--- src/rtl/sof_ref_pkg.sv ---
package sof_ref_pkg;

  // Strobes sent from the control to the presence counter each cycle
  typedef struct packed {
    logic clr;   // return the count to zero
    logic inc;   // advance the count by one
  } presCtl_t;

endpackage

--- src/rtl/sof_ref_presence.sv ---
module sof_ref_presence
  import sof_ref_pkg::*;
#(
  parameter int LOST_US = 4000
) (
  input  logic     clk,
  input  logic     rstN,
  input  presCtl_t ctl,
  output logic     lost
);

  localparam int CNT_W = $clog2(LOST_US + 1);
  localparam logic [CNT_W-1:0] LIMIT = CNT_W'(LOST_US);

  logic [CNT_W-1:0] presCnt;

  always_ff @(posedge clk or negedge rstN) begin
    if (!rstN) begin
      presCnt <= '0;
    end else if (ctl.clr) begin
      presCnt <= '0;
    end else if (ctl.inc) begin
      presCnt <= presCnt + 1'b1;
    end
  end

  assign lost = (presCnt >= LIMIT);

  // the count stops at the limit and never goes past it
  a_r8_no_overflow: assert property (@(posedge clk) disable iff (!rstN)
    presCnt <= LIMIT);

  // a clear strobe leaves the count at zero after the edge
  a_r6_clear_zero: assert property (@(posedge clk) disable iff (!rstN)
    ctl.clr |=> (presCnt == '0));

  // the count moves only by one step or back to zero
  a_r7_step_only: assert property (@(posedge clk) disable iff (!rstN)
    (presCnt != $past(presCnt)) |-> ((presCnt == $past(presCnt) + 1'b1) || (presCnt == '0)));

  // without an increment or clear strobe the count holds
  a_r7_hold: assert property (@(posedge clk) disable iff (!rstN)
    (!ctl.clr && !ctl.inc) |=> $stable(presCnt));

endmodule

--- src/rtl/sof_ref_control.sv ---
module sof_ref_control
  import sof_ref_pkg::*;
(
  input  logic     clk,
  input  logic     rstN,
  input  logic     sofStrobe,
  input  logic     usTick,
  input  logic     linkActive,
  input  logic     busReset,
  input  logic     lost,
  output presCtl_t ctl,
  output logic     valid
);

  logic validNext;

  always_comb begin
    ctl.clr = sofStrobe || !linkActive || busReset;
    ctl.inc = usTick && !lost;
  end

  // A frame sets the flag; otherwise a dead link or lost host clears it
  always_comb begin
    if (sofStrobe) begin
      validNext = 1'b1;
    end else if (!linkActive || lost) begin
      validNext = 1'b0;
    end else begin
      validNext = valid;
    end
  end

  always_ff @(posedge clk or negedge rstN) begin
    if (!rstN) begin
      valid <= 1'b0;
    end else begin
      valid <= validNext;
    end
  end

  // the flag only rises after a frame strobe
  a_r3_rise_after_sof: assert property (@(posedge clk) disable iff (!rstN)
    $rose(valid) |-> $past(sofStrobe));

  // a frame strobe always leaves the flag set
  a_r5_sof_wins: assert property (@(posedge clk) disable iff (!rstN)
    sofStrobe |=> valid);

  // a clearing condition without a frame drops the flag
  a_r4_clear_drop: assert property (@(posedge clk) disable iff (!rstN)
    (!sofStrobe && (!linkActive || lost)) |=> !valid);

endmodule

--- src/rtl/sof_ref_monitor.sv ---
module sof_ref_monitor
  import sof_ref_pkg::*;
#(
  parameter int LOST_US = 4000
) (
  input  logic clk,
  input  logic rstN,
  input  logic sofStrobe,
  input  logic usTick,
  input  logic linkActive,
  input  logic busReset,
  output logic refPulse,
  output logic refValid,
  output logic hostLost
);

  presCtl_t presCtl;

  assign refPulse = sofStrobe;

  sof_ref_control u_ctrl (
    .clk        (clk),
    .rstN       (rstN),
    .sofStrobe  (sofStrobe),
    .usTick     (usTick),
    .linkActive (linkActive),
    .busReset   (busReset),
    .lost       (hostLost),
    .ctl        (presCtl),
    .valid      (refValid)
  );

  sof_ref_presence #(.LOST_US(LOST_US)) u_pres (
    .clk  (clk),
    .rstN (rstN),
    .ctl  (presCtl),
    .lost (hostLost)
  );

  // once lost, it stays lost until a clearing input is seen
  a_r8_lost_held: assert property (@(posedge clk) disable iff (!rstN)
    (hostLost && !sofStrobe && linkActive && !busReset) |=> hostLost);

endmodule

--- config.mk ---
export PLATFORM = sky130hd
export DESIGN_NAME = sof_ref_monitor
export DESIGN_NICKNAME = d
export VERILOG_FILES = /design/src/rtl/sof_ref_pkg.sv /design/src/rtl/sof_ref_presence.sv /design/src/rtl/sof_ref_control.sv /design/src/rtl/sof_ref_monitor.sv
export SDC_FILE = /design/constraint.sdc
export NUM_CORES = 1
export LEC_CHECK = 0
export ABC_AREA = 1
export ABC_CLOCK_PERIOD_IN_PS = 2450
export BUFFER_PORTS_ARGS = -buffer_cell sky130_fd_sc_hd__buf_2
export CORE_AREA = 10 10 49 51
export DETAILED_ROUTE_END_ITERATION = 16
export DIE_AREA = 0 0 59 61
export PLACE_DENSITY = 0.76
export SYNTH_ARGS = -nofsm -noshare
export SYNTH_HDL_FRONTEND = slang
export SYNTH_SLANG_ARGS = --single-unit
--- constraint.sdc ---
create_clock -name clk -period 2.45 [get_ports clk]
set_clock_uncertainty 0.15 [all_clocks]
set_input_delay 0.245 -clock clk [delete_from_list [all_inputs] [get_ports clk]]
set_output_delay 0.245 -clock clk [all_outputs]
set_load 0.02 [all_outputs]
==> impl_metrics.tcl <==
set metrics [dict create \
    syn_area_um2 830.8 \
    drv_slew 0 \
    fp.dieArea_mm2 0.003599 \
    setup_viol 0 \
    fmax_mhz 618.3 \
    drc 0 \
    grt_pass1_vias 785 \
    drv_cap 0 \
    clock_path_buffers 2 \
    finalCoreUtilization 0.6250 \
    core_area_mm2 0.001471 \
    layout_common_cells "36 x nand2_1, 15 x inv_1, 14 x nand3_1, 13 x nor2_1, 13 x dfrtp_1" \
    worstSetupEndpointType "output port" \
    portBuffers 8 \
    ys_seq_area_frac 0.3916 \
    drt-total-wl_mm 1.851 \
    rsz0062_at_grt "false" \
    vias_per_cell 5.371 \
    synth.distinct_cells 19 \
    worstMarginPinSlew_ps 488.6 \
    cts_tree "yes" \
    syn-num-nets 123 \
    maxSlewHeadroom 0.6732 \
    root_buffer "clkbuf_4" \
    max_stage_delay_ps 410 \
    nNetsFinal 136 \
    synth_cells 115 \
    ys.warnings.count 0 \
    ant_nets 0 \
    grt_max_degree 14 \
    antenna_found_initial 0 \
    ctsHtreeMaxLevel 1 \
    cts_hold_buffers 1 \
    first_iter_violations 31 \
    whs_ps 64.34 \
    ios 9 \
    drtPass1Iterations 5 \
    fin_setup_tns_ps 0 \
    track_usage 0.1158 \
    powerDensity_mw_per_mm2 419.9 \
    synth_seq_cells 13 \
    gr-total-overflow 0 \
    grt_pass1_wl_mm 3.298 \
    ff2ff_setup_slack_ps 990 \
    die_width_um 59 \
    peakVddDrop_v 0.0003060 \
    cp.required_ps 2060 \
    hold_viol 0 \
    synth_area_per_cell_um2 7.224 \
    cts_sinks 13 \
    crit_path_max_fanout 4 \
    cp.arrival_ps 1220 \
    fin_crit_ps 1617 \
    num_rows 14 \
    fin_crit_sh 0.6601 \
    dr_total_vias 768 \
    clkLatencyLatePin_ps 280 \
    path_clk_slew_ps 80 \
    area_delta_synth_final_pct 10.69 \
    criticalPathCategory "register to output port" \
    post_cts_buffers 0 \
    initial_utilization 0.5646 \
    cp_cell_sequence "nand2_1 -> nor2_1 -> nand2_2 -> inv_1 -> buf_2" \
    hpwl_mm 1.434 \
    gp_congestion 0.8366 \
    status "finished, final reports clean" \
    die_h_um 61 \
    antenna_cells 0 \
    p_leak_nw 0.5070 \
    numCtsBuffers 3 \
    crit_slowest_cell "dfrtp_1" \
    worstHoldPathType "input port to register" \
    cts_resized 0 \
    drive_gt1_frac 0.1654 \
    wire_per_inst_um 12.94 \
    final_common_cell "nand2_1" \
    critical_path.startpoint_type "register" \
]
-- final timing paths --
check | to | depth (start not counted) | startpoint
setup / recovery | hostLost | 5 | u_pres.presCnt[11]
hold / removal | u_ctrl.valid | 2 | sofStrobe
setup reg to reg | u_pres.presCnt[7] | 7 | u_pres.presCnt[2]
hold reg to reg | u_pres.presCnt[10] | 2 | u_pres.presCnt[10]
max in group asynchronous | u_pres.presCnt[0] | 2 | rstN
min in group asynchronous | u_ctrl.valid | 2 | rstN
-- routing by layer --
metal | global-route usage | vias up | part of all wire
met2 | 0.1907 | 25 | 0.46
met3 | 0.03132 | 4 | 0.077
met1 | 0.1374 | 356 | 0.45
li1 | - | 383 | -
met4 | 0.05246 | 0 | 0.014
met5 | 0 | - | 0
-- through the flow --
step	std cells	worst slack, ps	area (µm²)	total power [W]
finish	143	832.8	919.6	0.0003861
global route	143	752.8	919.6	0.0003952
CTS	143	829.3	919.6	0.0003848
detailed placement	138	1001	883.3	0.0002520
global placement	138	1034	883.3	0.0002515
floorplan	115	1188	830.8	0.0002381
-- report_power, final --
part	leakage [nW]	total, W	switching [W]	internal [W]
clock	0.0150	0.000138	0.0000746	0.0000632
combinational	0.314	0.0000314	0.0000211	0.0000103
sequential	0.178	0.000217	0.000000973	0.000216
total	0.507	0.000386	0.0000967	0.000289
-- critical path, delay by kind of cell (launching register included) --
family	cells	cell delay, ps
flip-flops	1	410
buffers and inverters	2	220
AND/OR/NAND/NOR	3	310
-- Yosys cell counts --
library cell	count	share of area
dfrtp_1	13	0.39
nor3_4	1	0.020
ha_1	2	0.030
a21o_1	1	0.0090
a31o_2	1	0.011
nand2_1	36	0.16
nor2_4	2	0.027
nor2_1	13	0.059
o21bai_1	1	0.0090
inv_1	15	0.068
nand2_4	2	0.027
clkinv_2	1	0.0060
nand3_1	14	0.084
nand4_1	4	0.030
xor2_1	1	0.011
o21ai_1	4	0.024
buf_4	1	0.0090
inv_4	1	0.0075
nand2_2	2	0.015
-- sequential cells by signal, indices dropped and copies added, names as in the netlist --
register,count
u_pres.presCnt,12
u_ctrl.valid,1
-- final cells by class --
cell class,instances,area (µm²)
fill,137,551.8
multi-input combinational,84,430.4
inverter,17,67.56
sequential,13,325.3
timing repair buffer,9,50.05
tap,16,20.02
clock buffer,4,26.28
-- kinds of logic after synthesis --
family          after synthesis  share of synthesized area
compound gates                7                    0.05272
xor+xnor                      1                    0.01054
fa+ha+maj                     2                    0.03012
buf+inv                      18                    0.09036
simple gates                 74                     0.4247
flops                        13                     0.3916
(Power assumes the default switching activity.)
